[src/rtl/lockup_notify_pkg.sv]
package lockup_notify_pkg;

  // configuration bit positions; software encodes these
  localparam int CFG_INT_EN_BIT     = 0;
  localparam int CFG_TIMED_BIT      = 2;
  localparam int CFG_STICKY_BIT     = 3;
  localparam int CFG_DETECT_OFF_BIT = 5;

  // strobes from control to datapath
  typedef struct packed {
    logic cfgWr;
    logic indRd;
  } hostStrobe_t;

  // decoded configuration fields
  typedef struct packed {
    logic intEn;
    logic timedRelease;
    logic stickyMode;
    logic detectOff;
  } cfgView_t;

endpackage

[src/rtl/lockup_notify_datapath.sv]
module lockup_notify_datapath
  import lockup_notify_pkg::*;
#(
  parameter int NUM_CH = 8,
  parameter int DATA_W = 8
) (
  input  logic              clk,
  input  logic              rstN,
  input  hostStrobe_t       strobe,
  input  logic              regSel,
  input  logic [DATA_W-1:0] wrData,
  input  logic [NUM_CH-1:0] stuckIn,
  output cfgView_t          cfgView,
  output logic              riseAny,
  output logic [DATA_W-1:0] rdData
);

  logic [DATA_W-1:0] cfgReg;
  logic [NUM_CH-1:0] stuckQ;
  logic [NUM_CH-1:0] flagsPrev;
  logic [NUM_CH-1:0] liveFlags;
  logic [NUM_CH-1:0] stickyQ;
  logic [NUM_CH-1:0] riseVec;
  logic [NUM_CH-1:0] indValue;

  always_ff @(posedge clk) begin
    if (!rstN) begin
      cfgReg <= '0;
    end else if (strobe.cfgWr) begin
      cfgReg <= wrData;
    end
  end

  assign cfgView.intEn        = cfgReg[CFG_INT_EN_BIT];
  assign cfgView.timedRelease = cfgReg[CFG_TIMED_BIT];
  assign cfgView.stickyMode   = cfgReg[CFG_STICKY_BIT];
  assign cfgView.detectOff    = cfgReg[CFG_DETECT_OFF_BIT];

  always_ff @(posedge clk) begin
    if (!rstN) begin
      stuckQ    <= '0;
      flagsPrev <= '0;
    end else begin
      stuckQ    <= stuckIn;
      flagsPrev <= liveFlags;
    end
  end

  assign liveFlags = cfgView.detectOff ? '0 : stuckQ;

  for (genvar g = 0; g < NUM_CH; g++) begin : gChan
    always_ff @(posedge clk) begin
      if (!rstN) begin
        stickyQ[g] <= 1'b0;
      end else if (!cfgView.stickyMode || cfgView.detectOff) begin
        stickyQ[g] <= 1'b0;
      end else if (strobe.indRd) begin
        stickyQ[g] <= liveFlags[g];
      end else begin
        stickyQ[g] <= stickyQ[g] | liveFlags[g];
      end
    end

    assign riseVec[g]  = liveFlags[g] & ~flagsPrev[g];
    assign indValue[g] = cfgView.stickyMode ? (stickyQ[g] | liveFlags[g]) : liveFlags[g];
  end

  assign riseAny = |riseVec;
  assign rdData  = regSel ? DATA_W'(indValue) : cfgReg;

  // sticky bits never drop without a read
  assert_sticky_hold_R4: assert property (@(posedge clk) disable iff (!rstN)
    (cfgView.stickyMode && !cfgView.detectOff && !strobe.indRd)
      |=> ((stickyQ & $past(stickyQ)) == $past(stickyQ)));

  // a read keeps exactly the channels still stuck
  assert_read_trim_R5: assert property (@(posedge clk) disable iff (!rstN)
    (cfgView.stickyMode && !cfgView.detectOff && strobe.indRd)
      |=> (stickyQ == $past(liveFlags)));

  // detection off empties the sticky store
  assert_disabled_empty_R6: assert property (@(posedge clk) disable iff (!rstN)
    cfgView.detectOff |=> (stickyQ == '0));

endmodule

[src/rtl/lockup_notify_ctrl.sv]
module lockup_notify_ctrl
  import lockup_notify_pkg::*;
#(
  parameter int CLK_FREQ_HZ     = 200_000_000,
  parameter int RELEASE_DECISEC = 16
) (
  input  logic        clk,
  input  logic        rstN,
  input  logic        regSel,
  input  logic        wrStrobe,
  input  logic        rdStrobe,
  input  cfgView_t    cfgView,
  input  logic        riseAny,
  output hostStrobe_t strobe,
  output logic        intN
);

  localparam int TIMEOUT_CYCLES = (CLK_FREQ_HZ / 10) * RELEASE_DECISEC;
  localparam int TMR_W          = $clog2(TIMEOUT_CYCLES + 1);
  localparam logic [TMR_W-1:0] TMR_LAST = TMR_W'(TIMEOUT_CYCLES - 1);

  logic             intActive;
  logic [TMR_W-1:0] timerQ;
  logic             timerDone;
  logic             readRelease;

  assign strobe.cfgWr = wrStrobe & ~regSel;
  assign strobe.indRd = rdStrobe & regSel;

  assign timerDone   = intActive && cfgView.timedRelease && (timerQ == TMR_LAST);
  assign readRelease = intActive && !cfgView.timedRelease && strobe.indRd;

  always_ff @(posedge clk) begin
    if (!rstN) begin
      intActive <= 1'b0;
      timerQ    <= '0;
    end else if (!cfgView.intEn || cfgView.detectOff) begin
      intActive <= 1'b0;
      timerQ    <= '0;
    end else if (riseAny) begin
      intActive <= 1'b1;
      timerQ    <= '0;
    end else if (timerDone || readRelease) begin
      intActive <= 1'b0;
      timerQ    <= '0;
    end else if (intActive && cfgView.timedRelease) begin
      timerQ    <= timerQ + 1'b1;
    end
  end

  assign intN = ~intActive;

  // interrupt disabled forces release
  assert_int_off_R7: assert property (@(posedge clk) disable iff (!rstN)
    !cfgView.intEn |=> !intActive);

  // an enabled rising flag asserts the interrupt
  assert_rise_sets_R8: assert property (@(posedge clk) disable iff (!rstN)
    (riseAny && cfgView.intEn) |=> intActive);

  // a read of the indication register releases in clear-on-read mode
  assert_read_release_R9: assert property (@(posedge clk) disable iff (!rstN)
    (intActive && cfgView.intEn && !cfgView.detectOff && !cfgView.timedRelease
     && strobe.indRd && !riseAny) |=> !intActive);

  // reads never release in timed mode
  assert_timed_ignores_read_R10: assert property (@(posedge clk) disable iff (!rstN)
    (intActive && cfgView.intEn && !cfgView.detectOff && cfgView.timedRelease
     && (timerQ != TMR_LAST)) |=> intActive);

  // detection off never leaves the interrupt asserted
  assert_detect_off_quiet_R6: assert property (@(posedge clk) disable iff (!rstN)
    cfgView.detectOff |=> !intActive);

endmodule

[src/rtl/lockup_notify.sv]
module lockup_notify
  import lockup_notify_pkg::*;
#(
  parameter int NUM_CH          = 8,
  parameter int DATA_W          = 8,
  parameter int CLK_FREQ_HZ     = 200_000_000,
  parameter int RELEASE_DECISEC = 16
) (
  input  logic              clk,
  input  logic              rstN,
  input  logic [NUM_CH-1:0] stuckIn,
  input  logic              regSel,
  input  logic              wrStrobe,
  input  logic [DATA_W-1:0] wrData,
  input  logic              rdStrobe,
  output logic [DATA_W-1:0] rdData,
  output logic              intN
);

  hostStrobe_t strobe;
  cfgView_t    cfgView;
  logic        riseAny;

  lockup_notify_ctrl #(
    .CLK_FREQ_HZ    (CLK_FREQ_HZ),
    .RELEASE_DECISEC(RELEASE_DECISEC)
  ) uCtrl (
    .clk     (clk),
    .rstN    (rstN),
    .regSel  (regSel),
    .wrStrobe(wrStrobe),
    .rdStrobe(rdStrobe),
    .cfgView (cfgView),
    .riseAny (riseAny),
    .strobe  (strobe),
    .intN    (intN)
  );

  lockup_notify_datapath #(
    .NUM_CH(NUM_CH),
    .DATA_W(DATA_W)
  ) uData (
    .clk    (clk),
    .rstN   (rstN),
    .strobe (strobe),
    .regSel (regSel),
    .wrData (wrData),
    .stuckIn(stuckIn),
    .cfgView(cfgView),
    .riseAny(riseAny),
    .rdData (rdData)
  );

endmodule

[config.mk]
export PLATFORM = sky130hd
export DESIGN_NAME = lockup_notify
export DESIGN_NICKNAME = d
export VERILOG_FILES = /design/src/rtl/lockup_notify_pkg.sv /design/src/rtl/lockup_notify_datapath.sv /design/src/rtl/lockup_notify_ctrl.sv /design/src/rtl/lockup_notify.sv
export SDC_FILE = /design/constraint.sdc
export NUM_CORES = 1
export LEC_CHECK = 0
export BUFFER_PORTS_ARGS = -buffer_cell sky130_fd_sc_hd__clkbuf_2
export CAP_MARGIN = 0
export CORE_ASPECT_RATIO = 0.6
export CORE_MARGIN = 3
export CORE_UTILIZATION = 58
export DETAILED_ROUTE_END_ITERATION = 10
export PLACE_DENSITY = 0.91
export SYNTH_ARGS = -nofsm -noshare
export SYNTH_HDL_FRONTEND = slang
export SYNTH_SLANG_ARGS = --single-unit
[constraint.sdc]
create_clock -name clk -period 2.2 [get_ports clk]
set_input_delay 0.55 -clock clk [delete_from_list [all_inputs] [get_ports clk]]
set_output_delay 0.55 -clock clk [all_outputs]
set_load 0.005 [all_outputs]
==> parameters.txt, run 1 <==
Parameter                              Value

Global routing
  Number of global-route vias before repair    around 2200
  Wire length of the first global-routing pass    10.4 mm
  Final global-route overflow total    0
  Number of antenna violations at the first check in global routing    0
  Pin count of the biggest net entering global routing    23
  Global Route Usage Sum    0.246

Clock tree
  Post-CTS clock slew at the launch and capture registers of the worst setup and hold paths    approximately 0.06 ns
  Post-CTS Hold Buffers    0
  Clock tree sinks    62
  Max H-tree Level    3
  Number of buffers on the longest clock path    2
  CTS tree    yes
  Number of clock buffers inserted by TritonCTS    9
  Root Buffer    sky130_fd_sc_hd__clkbuf_8
  Clock network latency to the later pin of the worst-skew pair    0.33 ns

Setup path
  Cells along the critical path    clkinvlp_4, a221oi_1, nor2_1, clkbuf_2
  Required time of the critical path    1.65 ns
  Worst Path Arrival    about 1.5 ns
  Slowest cell on the critical path    sky130_fd_sc_hd__dfxtp_1
  Capturing element type of the critical path    output pin
  Maximum fanout along the worst path    9
  Worst path buffer plus inverter count    2
  Worst Setup Start Kind    flop
  CP delay by family, top    flip-flops
  Longest individual stage delay on the worst path    roughly 0.45 ns
  Startpoint-to-endpoint class of the critical path    flop to output pin

Drt
  Total length of routed wires    6.32 mm
  Vias per cell    slightly below 6
  Initial detailed-routing violation count    172
  Detailed-routed wire length on met2    2.57 mm
  TritonRoute pass-1 iters    6
  Highest routed layer    met4
  DR WL met3    663 um
  DRC errors left    0
  Routed len/inst    about 15 um
  Total vias in the final route    2410
  Antenna violation net count after detailed routing    0
  Routed length on met1    3.04 mm

Pwr
  Maximum vdd drop    529 uV
  Switching share of power    0.219
  Total internal power    1.79 mW
  Leakage power of the design    1.19 nW
  Power density relative to cell area    714 mW/mm^2
  Clock network fraction of total power    0.435
  Overall Power    ~2.3 mW
  Reported net switching power    0.501 mW
  Seq pwr share    0.510
  Fraction of power consumed by combinational cells    0.054

Die
  X dimension of the die    95.0 um
  Initial core utilization    0.634
  Number of placement rows    18
  Total I/O pin count    30
  Core box area    around 0.0043 mm^2
  Die area    0.00565 mm^2
  Die Span Y    around 59 um

Synth
  Fraction of the yosys area taken by sequential cells    0.450
  Summed instance area of the synthesized netlist    0.00276 mm^2
  Share of synthesized cell area in full adder, half adder and majority cells    0.00454
  Simple-gate share of the synthesized area    0.324
  Number of standard cells after synthesis    313
  Complex-gate fraction of the synthesized area    0.0917
  Mean instance size in the synthesized netlist    8.81 um^2
  Count of warnings emitted by yosys    0
  Yosys cell types    47
  Fraction of synthesized cell area in xor and xnor cells    0.0699
  Number of nets in the synthesized netlist    335
  Count of state elements after synthesis    between 60 and 70
  FFs w/ async S/R, synth    0
  Number of enable-type register cells in the synthesized netlist    0
  Primary FF master, synth    sky130_fd_sc_hd__dfxtp_1
  Largest family of logic cells by synthesized area    simple AND/OR/NAND/NOR gates
  Mux contribution to synthesized area    0.0290

Status
  Result of the run    finished, final reports clean

Final layout
  Summed area of non-filler cells in the final layout    ~0.0032 mm^2
  Synthesis-to-finish area growth    16.2%
  Share of post-route cells with drive strength above 1    0.188
  Final cell count without fillers    417
  Filler cell count    318
  Final Net Count    374
  Number of antenna repair diodes    0

Placement
  Dpl ws    0.135 ns
  Cell area after placement    0.00299 mm^2
  Placed Instances    400
  HPWL after detailed placement    4.59 mm
  Count of input and output buffers    29
  GPL Wtd Cong    0.941

STA
  Number of endpoints failing setup at the final stage    0
  Slew @ Worst Pin    roughly 0.58 ns
  Number of max-slew violations in the final report    0
  Headroom to the max-slew limit    0.609
  Worst Setup Slack, final    0.112 ns
  Summed negative setup slack over all endpoints    0 ns
  Crit path time final    2.09 ns
  Final-report hold violation count    0
  Max frequency    479 MHz
  Clock Skew    ~0.0071 ns
  Final period util    0.949

Hold path
  Hold WC Path Type    input port to flop

Job
  Max Cap Viol    0
[worst reg2reg max path, cell delays in order (launching register included)]
cell and delay (ns):
sky130_fd_sc_hd__dfxtp_1 0.40, sky130_fd_sc_hd__ha_1 0.28, sky130_fd_sc_hd__nand4_1 0.20, sky130_fd_sc_hd__nor4_4 0.26, sky130_fd_sc_hd__nand2_1 0.17, sky130_fd_sc_hd__or4_4 0.54
sky130_fd_sc_hd__a21oi_2 0.13
[cells by family after synthesis]
| kind of cell | count (synthesis) |
|---|---|
| xor gates and xnor gates | 22 |
| and+or+nand+nor | 163 |
| AOI/OAI and AO/OA | 36 |
| muxes | 8 |
| DFF | 62 |
| buffers and inverters | 21 |
| adders and majority gates | 1 |
[stage by stage]
step	utilization	hold WS, ns
4_1_cts	0.735	0.405
3_3_place_gp	0.689	0.461
5_1_grt	0.737	0.412
3_5_place_dp	0.689	0.483
2_1_floorplan	-	0.434
6_report	0.737	0.419
[flip-flops by register name (all words and copies together) (netlist names)]
register / cells
uCtrl.timerQ: 29
uData.flagsPrev: 8
uData.stickyQ: 8
uCtrl.intActive: 1
uData.cfgReg: 8
uData.stuckQ: 8
[routing by layer]
metal,GRT usage,vias up
met1,0.356,1117
met2,0.331,115
met3,0.0926,6
met5,0,-
li1,-,1172
met4,0.0924,0
[cells in the mapped netlist, types with 3 or more instances]
master | number | area share
sky130_fd_sc_hd__dfxtp_1 | 62 | 0.45
sky130_fd_sc_hd__and2_1 | 18 | 0.041
sky130_fd_sc_hd__nand3_1 | 15 | 0.027
sky130_fd_sc_hd__nor2b_1 | 12 | 0.027
sky130_fd_sc_hd__nand2_1 | 17 | 0.023
sky130_fd_sc_hd__a21oi_1 | 13 | 0.024
sky130_fd_sc_hd__xor2_1 | 13 | 0.041
sky130_fd_sc_hd__xnor2_1 | 9 | 0.029
sky130_fd_sc_hd__and3_1 | 4 | 0.0091
sky130_fd_sc_hd__nor4_1 | 4 | 0.0091
sky130_fd_sc_hd__inv_1 | 9 | 0.012
sky130_fd_sc_hd__nor3_1 | 6 | 0.011
sky130_fd_sc_hd__mux2i_1 | 8 | 0.029
sky130_fd_sc_hd__a221oi_1 | 7 | 0.022
sky130_fd_sc_hd__nor2_1 | 53 | 0.072
sky130_fd_sc_hd__clkbuf_1 | 4 | 0.0054
sky130_fd_sc_hd__or4_1 | 3 | 0.0082
sky130_fd_sc_hd__nand2b_1 | 4 | 0.0091
sky130_fd_sc_hd__buf_2 | 5 | 0.0091
sky130_fd_sc_hd__nand4_1 | 12 | 0.027
[final timing paths]
path         slack [ns]               end  depth (start not counted)              from
max reg2reg        0.17  uCtrl.timerQ[22]                          6   uCtrl.timerQ[0]
min                0.42   uData.stuckQ[7]                          2        stuckIn[7]
min reg2reg        0.50  uData.stickyQ[6]                          2  uData.stickyQ[6]
max                0.11         rdData[4]                          4   uData.cfgReg[5]
[layout make-up]
type                       instances  area, um^2  area share
clock buffer                      12         155      0.0484
sequential                        62        1240       0.387
tap                               60        75.1      0.0234
inverter                          11        45.0      0.0141
clock inverter                     4        45.0      0.0141
timing repair buffer              38         213      0.0664
multi-input combinational        230        1430       0.446
[power by group through the flow]
stage	combinational, mW	sequential [mW]	clock, mW
after floorplan	0.0758	1.18	0
after global placement	0.118	1.19	0
after detailed placement	0.122	1.19	0
after CTS	0.123	1.17	1.01
after global routing	0.139	1.17	1.07
final	0.124	1.17	0.997
[cells in the final DEF, fill, tap and decap left out, types with 2 or more instances in the layout]
cell type / count
sky130_fd_sc_hd__dfxtp_1: 62
sky130_fd_sc_hd__or3_1: 2
sky130_fd_sc_hd__or4_4: 2
sky130_fd_sc_hd__clkinv_2: 3
sky130_fd_sc_hd__nor2_1: 53
sky130_fd_sc_hd__xnor2_1: 9
sky130_fd_sc_hd__mux2i_1: 8
sky130_fd_sc_hd__o22ai_1: 2
sky130_fd_sc_hd__nor2b_1: 12
sky130_fd_sc_hd__o21ai_0: 2
sky130_fd_sc_hd__a21bo_2: 2
sky130_fd_sc_hd__and3_1: 4
sky130_fd_sc_hd__or4_1: 3
sky130_fd_sc_hd__a221oi_1: 7
sky130_fd_sc_hd__clkbuf_2: 29
sky130_fd_sc_hd__and4_1: 2
sky130_fd_sc_hd__nor3_1: 6
sky130_fd_sc_hd__and2_1: 18
sky130_fd_sc_hd__xor2_1: 13
sky130_fd_sc_hd__a21oi_1: 13
sky130_fd_sc_hd__nor4b_1: 2
sky130_fd_sc_hd__inv_1: 9
sky130_fd_sc_hd__nand2_1: 17
sky130_fd_sc_hd__nand2b_1: 4
sky130_fd_sc_hd__nor4_1: 4
sky130_fd_sc_hd__buf_4: 9
sky130_fd_sc_hd__clkbuf_8: 11
sky130_fd_sc_hd__nand4_1: 12
sky130_fd_sc_hd__nand3_1: 15
[timing repair]
| item | in CTS | in global routing |
|---|---|---|
| buffers inserted | 0 | 1 |
| setup endpoints to repair | 0 | 5 |
| hold endpoints to repair | 0 | 0 |
| resized for setup | 0 | 1 |
No activity file was read; power rests on OpenSTA's default activity.
==> run 2: changes to the inputs <==
--- a/config.mk
+++ b/config.mk
@@ -11,6 +11,7 @@
 export CORE_MARGIN = 3
 export CORE_UTILIZATION = 58
 export DETAILED_ROUTE_END_ITERATION = 10
+export GPL_TIMING_DRIVEN = 0
 export PLACE_DENSITY = 0.91
 export SYNTH_ARGS = -nofsm -noshare
 export SYNTH_HDL_FRONTEND = slang
==> constraint.sdc (replaced) <==
create_clock -name clk -period 2.2 [get_ports clk]
set_input_delay 0.33 -clock clk [delete_from_list [all_inputs] [get_ports clk]]
set_output_delay 0.33 -clock clk [all_outputs]
set_load 0.005 [all_outputs]
==> run 2 against run 1 <==
Maximum frequency increased by 0.89%. Power up 9.8%. Clock-buffer cell count shrank 3. Clock skew fell by 0.00081 ns. Sequential share of layout area down 0.18 points. Final cell count unchanged. Combinational power hardly changed. Routed wire length rose by 6.1%. Final area up 0.47%. Critical path type is now flop to flop. Highest routed layer unchanged.
==> parameters.txt, run 2 (same netlist as run 1, synthesis figures left out) <==
Parameter                              Value

Status
  Result of the run    finished, final reports clean

Global routing
  Met3 Usage GRT    0.0863 (-0.00635)
  Met1 Resource Use GR    0.361 (+0.00566)
  Global Route Usage Sum    0.264 (+0.0174)
  Pin count of the biggest net entering global routing    13 (-43%)
  Fraction of met2 tracks used by global routing    0.385 (+0.0541)
  Top Usage Layer GRT    met2
  Final global-route overflow total    0 (unchanged)
  Number of global-route vias before repair    2237 (+3.0%)
  Wire length of the first global-routing pass    11.0 mm (+5.2%)
  Number of antenna violations at the first check in global routing    0 (unchanged)

Pwr
  Reported net switching power    0.556 mW (+11%)
  Total internal power    1.96 mW (+9.5%)
  Maximum vdd drop    495 uV (-6.3%)
  Seq pwr share    0.462 (-0.048)
  Switching share of power    0.221 (+0.00220)
  Power density relative to cell area    781 mW/mm^2 (+9.3%)
  Leakage power of the design    1.18 nW (-1.1%)
  Clock network fraction of total power    0.488 (+0.053)
  Fraction of power consumed by combinational cells    0.050 (-0.004)

STA
  Headroom to the max-slew limit    0.495 (-0.115)
  Number of max-slew violations in the final report    0 (unchanged)
  Number of endpoints failing setup at the final stage    0 (unchanged)
  Max frequency    483 MHz (+0.89%)
  Final-report hold violation count    0 (unchanged)
  Crit path time final    2.07 ns (-0.0185 ns)
  Clock Skew    0.00630 ns (-0.000811 ns)
  RSZ-0062 raised after global routing    false
  Slew @ Worst Pin    0.751 ns (+0.170 ns)
  Summed negative setup slack over all endpoints    0 ns (unchanged)
  Final period util    0.941 (-0.00841)

Final layout
  Most common cell after layout, fill and taps aside    sky130_fd_sc_hd__dfxtp_1
  Largest register by flop count    uCtrl.timerQ
  Filler cell count    298 (-6.3%)
  Synthesis-to-finish area growth    16.7%
  Flip-flop count of the largest register after layout    29 (unchanged)
  Commonest non-fill, non-tap cells in the layout    sky130_fd_sc_hd__dfxtp_1 (62), sky130_fd_sc_hd__nor2_1 (53), sky130_fd_sc_hd__clkbuf_2 (29)
  Final design utilization    0.741 (+0.00345)
  Final Net Count    374 (unchanged)
  Share of post-route cells with drive strength above 1    0.176 (-0.0112)
  Number of antenna repair diodes    0 (unchanged)

Die
  Die Span Y    59.4 um (unchanged)
  Number of placement rows    18 (unchanged)
  Initial core utilization    0.634 (unchanged)
  Die area    0.00565 mm^2 (unchanged)
  X dimension of the die    95.0 um (unchanged)
  Total I/O pin count    30 (unchanged)
  Core box area    0.00435 mm^2 (unchanged)

Clock tree
  Number of buffers on the longest clock path    2 (unchanged)
  Number of clock buffers inserted by TritonCTS    9 (unchanged)
  Max H-tree Level    3 (unchanged)
  Post-CTS Resized    0 (unchanged)
  Root Buffer    sky130_fd_sc_hd__clkbuf_8
  Number of buffers inserted to repair setup after CTS    0 (unchanged)
  Clock network latency to the later pin of the worst-skew pair    0.35 ns (+0.02 ns)
  Clock tree sinks    62 (unchanged)
  CTS tree    yes
  Post-CTS Hold Buffers    0 (unchanged)
  Post-CTS clock slew at the launch and capture registers of the worst setup and hold paths    0.07 ns (about the same)

Setup path
  Longest individual stage delay on the worst path    0.54 ns (+0.09 ns)
  Startpoint-to-endpoint class of the critical path    flop to flop
  Cells along the critical path    ha_1, nand4_1, nor4_4, nand2_1, or4_4, a21oi_2
  Capturing element type of the critical path    flop
  Required time of the critical path    2.49 ns (+0.84 ns)
  Maximum fanout along the worst path    5 (-4)
  Worst Setup Start Kind    flop
  Worst Path Arrival    2.36 ns (+0.82 ns)
  Slowest cell on the critical path    sky130_fd_sc_hd__or4_4

Drt
  Routed len/inst    16.1 um (+6.1%)
  Antenna violation net count after detailed routing    0 (unchanged)
  TritonRoute pass-1 iters    5 (-1)
  Vias per cell    5.74 (-0.71%)
  DRC errors left    0 (unchanged)
  Initial detailed-routing violation count    247 (+44%)
  Total vias in the final route    2393 (-0.71%)
  Total length of routed wires    6.71 mm (+6.1%)

Placement
  HPWL after detailed placement    4.69 mm (+2.0%)
  Count of input and output buffers    28 (-3.4%)
  GPL Wtd Cong    0.915 (-2.8%)

Job
  Max Cap Viol    0 (unchanged)

Hold path
  Hold WC Path Type    input port to flop
[run 2: area by class of cell]
cell class                      instances  area [um^2]  share of cell area
Clock inverter                          7          123              0.0381
Multi-Input combinational cell        230         1430               0.444
Tap cell                               60         75.1              0.0233
Sequential cell                        62         1240               0.386
Clock buffer                            9          124              0.0385
Buffer                                 10         45.0              0.0140
Timing Repair Buffer                   28          140              0.0435
Inverter                               11         41.3              0.0128
[run 2: per-layer routing]
metal | vias to the layer above | share of wire
met5 | - | 0
met4 | 0 | 0.018
met3 | 15 | 0.092
met2 | 125 | 0.42
met1 | 1085 | 0.47
li1 | 1168 | -
[run 2: power groups by stage]
stage	sequential, mW	combinational (mW)	clock [mW]
2_1_floorplan	1.18	0.0758	0
3_3_place_gp	1.19	0.118	0
3_5_place_dp	1.19	0.124	0
4_1_cts	1.16	0.125	1.23
5_1_grt	1.16	0.139	1.29
6_report	1.16	0.125	1.23
[run 2: final timing paths]
| path | slack [ns] | endpoint | cells after the start | start |
|---|---|---|---|---|
| max | 0.13 | uCtrl.timerQ[22] | 6 | uCtrl.timerQ[0] |
| min | 0.18 | uData.stuckQ[3] | 2 | stuckIn[3] |
| max reg2reg | 0.13 | uCtrl.timerQ[22] | 6 | uCtrl.timerQ[0] |
| min reg2reg | 0.49 | uCtrl.timerQ[28] | 1 | uCtrl.timerQ[28] |
[run 2: critical path, delay by kind of cell (launching register included)]
kind / cells / cell delay (ns)
AND/OR/NAND/NOR: 4 / 1.22
flip-flops: 1 / 0.40
adder cells (fa/ha/maj): 1 / 0.27
AO/OA/AOI/OAI: 1 / 0.13
[run 2: per-stage QoR]
stage / cell area [um^2] / hold WS (ns) / setup slack, ns / power (mW) / std cells
finish: 3220 / 0.183 / 0.131 / 2.51 / 417
global route: 3220 / 0.174 / 0.00362 / 2.59 / 417
CTS: 3220 / 0.174 / 0.0242 / 2.52 / 417
detailed placement: 2970 / 0.479 / 0.0414 / 1.31 / 401
global placement: 2970 / 0.467 / 0.0682 / 1.30 / 401
floorplan: 2760 / 0.434 / 0.300 / 1.26 / 313
==> run 3: changes to the inputs <==
--- a/config.mk
+++ b/config.mk
@@ -8,11 +8,11 @@
 export BUFFER_PORTS_ARGS = -buffer_cell sky130_fd_sc_hd__clkbuf_2
 export CAP_MARGIN = 0
 export CORE_ASPECT_RATIO = 0.6
-export CORE_MARGIN = 3
 export CORE_UTILIZATION = 58
 export DETAILED_ROUTE_END_ITERATION = 10
 export GPL_TIMING_DRIVEN = 0
 export PLACE_DENSITY = 0.91
+export SKIP_LAST_GASP = 1
 export SYNTH_ARGS = -nofsm -noshare
 export SYNTH_HDL_FRONTEND = slang
 export SYNTH_SLANG_ARGS = --single-unit
==> run 3 against run 2 <==
Global-route usage up 0.13 points. Die area fell by 11%. Largest power group is now registers. Final area decreased by 0.47%. Critical path type is now flop to output pin. Highest routed layer unchanged. Maximum frequency is 1.3% lower. Clock power shrank 7%. Register-to-register slack hardly changed. Sequential share of layout area up 0.18 points. Clock skew is 0.0043 ns higher. Final cell count increased by 0.72%. Largest cell class unchanged.
==> parameters.txt, run 3 (same netlist as run 1, synthesis figures left out) <==
Parameter                              Value

Pwr
  Maximum vdd drop    580 uV (+17%)
  Leakage power of the design    1.18 nW (about the same)
  Power density relative to cell area    759 mW/mm^2 (-2.8%)
  Overall Power    2.43 mW (-3.3%)

Drt
  Vias per cell    5.91 (+2.9%)
  DRC errors left    0 (unchanged)
  Routed len/inst    14.8 um (-8.0%)
  TritonRoute pass-1 iters    5 (unchanged)
  Initial detailed-routing violation count    231 (-6.5%)
  Total length of routed wires    6.22 mm (-7.3%)
  Total vias in the final route    2481 (+3.7%)
  Antenna violation net count after detailed routing    0 (unchanged)

Setup path
  Capturing element type of the critical path    output pin
  Worst Setup Start Kind    flop
  Launching point of the worst reg2reg path    uCtrl.timerQ[0]
  Slowest cell on the critical path    sky130_fd_sc_hd__a221oi_1
  Maximum fanout along the worst path    9 (+4)
  Required time of the critical path    1.87 ns (-0.62 ns)
  Startpoint-to-endpoint class of the critical path    flop to output pin
  Cells along the critical path    clkinv_1, a221oi_1, nor2_1, clkbuf_2
  Startpoint of the most critical setup path    uData.cfgReg[5]
  Worst Path Arrival    1.77 ns (-0.59 ns)
  Longest individual stage delay on the worst path    0.48 ns (-0.06 ns)

STA
  Final period util    0.953 (+0.0122)
  RSZ-0062 raised after global routing    false
  Summed negative setup slack over all endpoints    0 ns (unchanged)
  Final-report hold violation count    0 (unchanged)
  Number of endpoints failing setup at the final stage    0 (unchanged)
  Clock Skew    0.0106 ns (+0.00431 ns)
  Max frequency    477 MHz (-1.3%)
  Slew @ Worst Pin    0.766 ns (+0.0146 ns)
  Headroom to the max-slew limit    0.485 (-0.00985)
  Number of max-slew violations in the final report    0 (unchanged)
  Crit path time final    2.10 ns (+0.0269 ns)

Die
  Die Span Y    55.4 um (-6.7%)
  Core box area    0.00456 mm^2 (+5.0%)
  Number of placement rows    19 (+1)
  X dimension of the die    91.0 um (-4.2%)
  Initial core utilization    0.604 (-0.0303)
  Total I/O pin count    30 (unchanged)
  Die area    0.00504 mm^2 (-11%)

Clock tree
  Post-CTS Hold Buffers    0 (unchanged)
  Clock network latency to the later pin of the worst-skew pair    0.35 ns (about the same)
  Post-CTS clock slew at the launch and capture registers of the worst setup and hold paths    0.08 ns (about the same)
  Number of buffers inserted to repair setup after CTS    0 (unchanged)
  Number of clock buffers inserted by TritonCTS    9 (unchanged)
  Post-CTS Resized    0 (unchanged)
  Number of buffers on the longest clock path    2 (unchanged)
  CTS tree    yes
  Max H-tree Level    3 (unchanged)
  Root Buffer    sky130_fd_sc_hd__clkbuf_8
  Clock tree sinks    62 (unchanged)

Final layout
  Summed area of non-filler cells in the final layout    0.00320 mm^2 (-0.47%)
  Largest register by flop count    uCtrl.timerQ
  Most common cell after layout, fill and taps aside    sky130_fd_sc_hd__dfxtp_1
  Final Net Count    374 (unchanged)
  Number of antenna repair diodes    0 (unchanged)
  Final design utilization    0.702 (-0.0386)
  Share of post-route cells with drive strength above 1    0.176 (unchanged)
  Commonest non-fill, non-tap cells in the layout    sky130_fd_sc_hd__dfxtp_1 (62), sky130_fd_sc_hd__nor2_1 (53), sky130_fd_sc_hd__clkbuf_2 (29)
  Synthesis-to-finish area growth    16.2%
  Flip-flop count of the largest register after layout    29 (unchanged)
  Final cell count without fillers    420 (+0.72%)

Global routing
  Fraction of met2 tracks used by global routing    0.371 (-0.0136)
  Wire length of the first global-routing pass    10.3 mm (-5.8%)
  Met1 Resource Use GR    0.374 (+0.0132)
  Final global-route overflow total    0 (unchanged)
  Met3 Usage GRT    0.0882 (+0.00186)
  Top Usage Layer GRT    met1
  Global Route Usage Sum    0.265 (+0.00129)
  Pin count of the biggest net entering global routing    14 (+1)
  Number of global-route vias before repair    2193 (-2.0%)
  Number of antenna violations at the first check in global routing    0 (unchanged)

Placement
  GPL Wtd Cong    0.898 (-1.9%)
  Placed Instances    404 (+0.75%)
  HPWL after detailed placement    4.41 mm (-5.8%)
  Cell area after placement    0.00298 mm^2 (+0.13%)
  Count of input and output buffers    28 (unchanged)

Status
  Result of the run    finished, final reports clean

Hold path
  Startpoint of the most critical hold path    stuckIn[0]
  Hold WC Path Type    input port to flop

Job
  Max Cap Viol    0 (unchanged)
run 3: report_power, final:
group / leakage, nW / switching, mW / internal [mW]
clock: 0.115 / 0.493 / 0.653
combinational: 0.558 / 0.0672 / 0.0580
sequential: 0.504 / 0.0164 / 1.14
total: 1.18 / 0.576 / 1.86
run 3: critical path, delay by kind of cell, from the launching register on:
family / cells / cell delay [ns]
flip-flops: 1 / 0.41
AO/OA/AOI/OAI: 1 / 0.48
AND/OR/NAND/NOR: 1 / 0.11
buffers and inverters: 2 / 0.41
run 3: path summary, 6_finish.rpt:
path                            cells past startpoint          endpoint  slack (ns)
worst min register to register                      2  uData.stickyQ[3]        0.49
worst max-delay path                                4         rdData[0]        0.10
worst max register to register                      6  uCtrl.timerQ[22]        0.13
worst min-delay path                                2   uData.stuckQ[0]        0.18
run 3: final cells by class:
type | count | area (um^2)
buffer | 10 | 45.0
clock buffer | 9 | 124
clock inverter | 7 | 104
fill | 338 | 1360
inverter | 11 | 41.3
multi-input combinational | 230 | 1430
sequential | 62 | 1240
tap | 63 | 78.8
timing repair buffer | 28 | 140
run 3: layer usage:
layer  vias up  routed length, um
li1       1174                  -
met1      1154               2850
met2       137               2630
met3        16                646
met4         0                 87
met5         -                  0
run 3: through the flow:
step | setup slack, ns | hold WS (ns)
finish | 0.104 | 0.183
global route | 0.00703 | 0.180
CTS | 0.0245 | 0.173
detailed placement | 0.0306 | 0.472
global placement | 0.0744 | 0.464
floorplan | 0.300 | 0.434
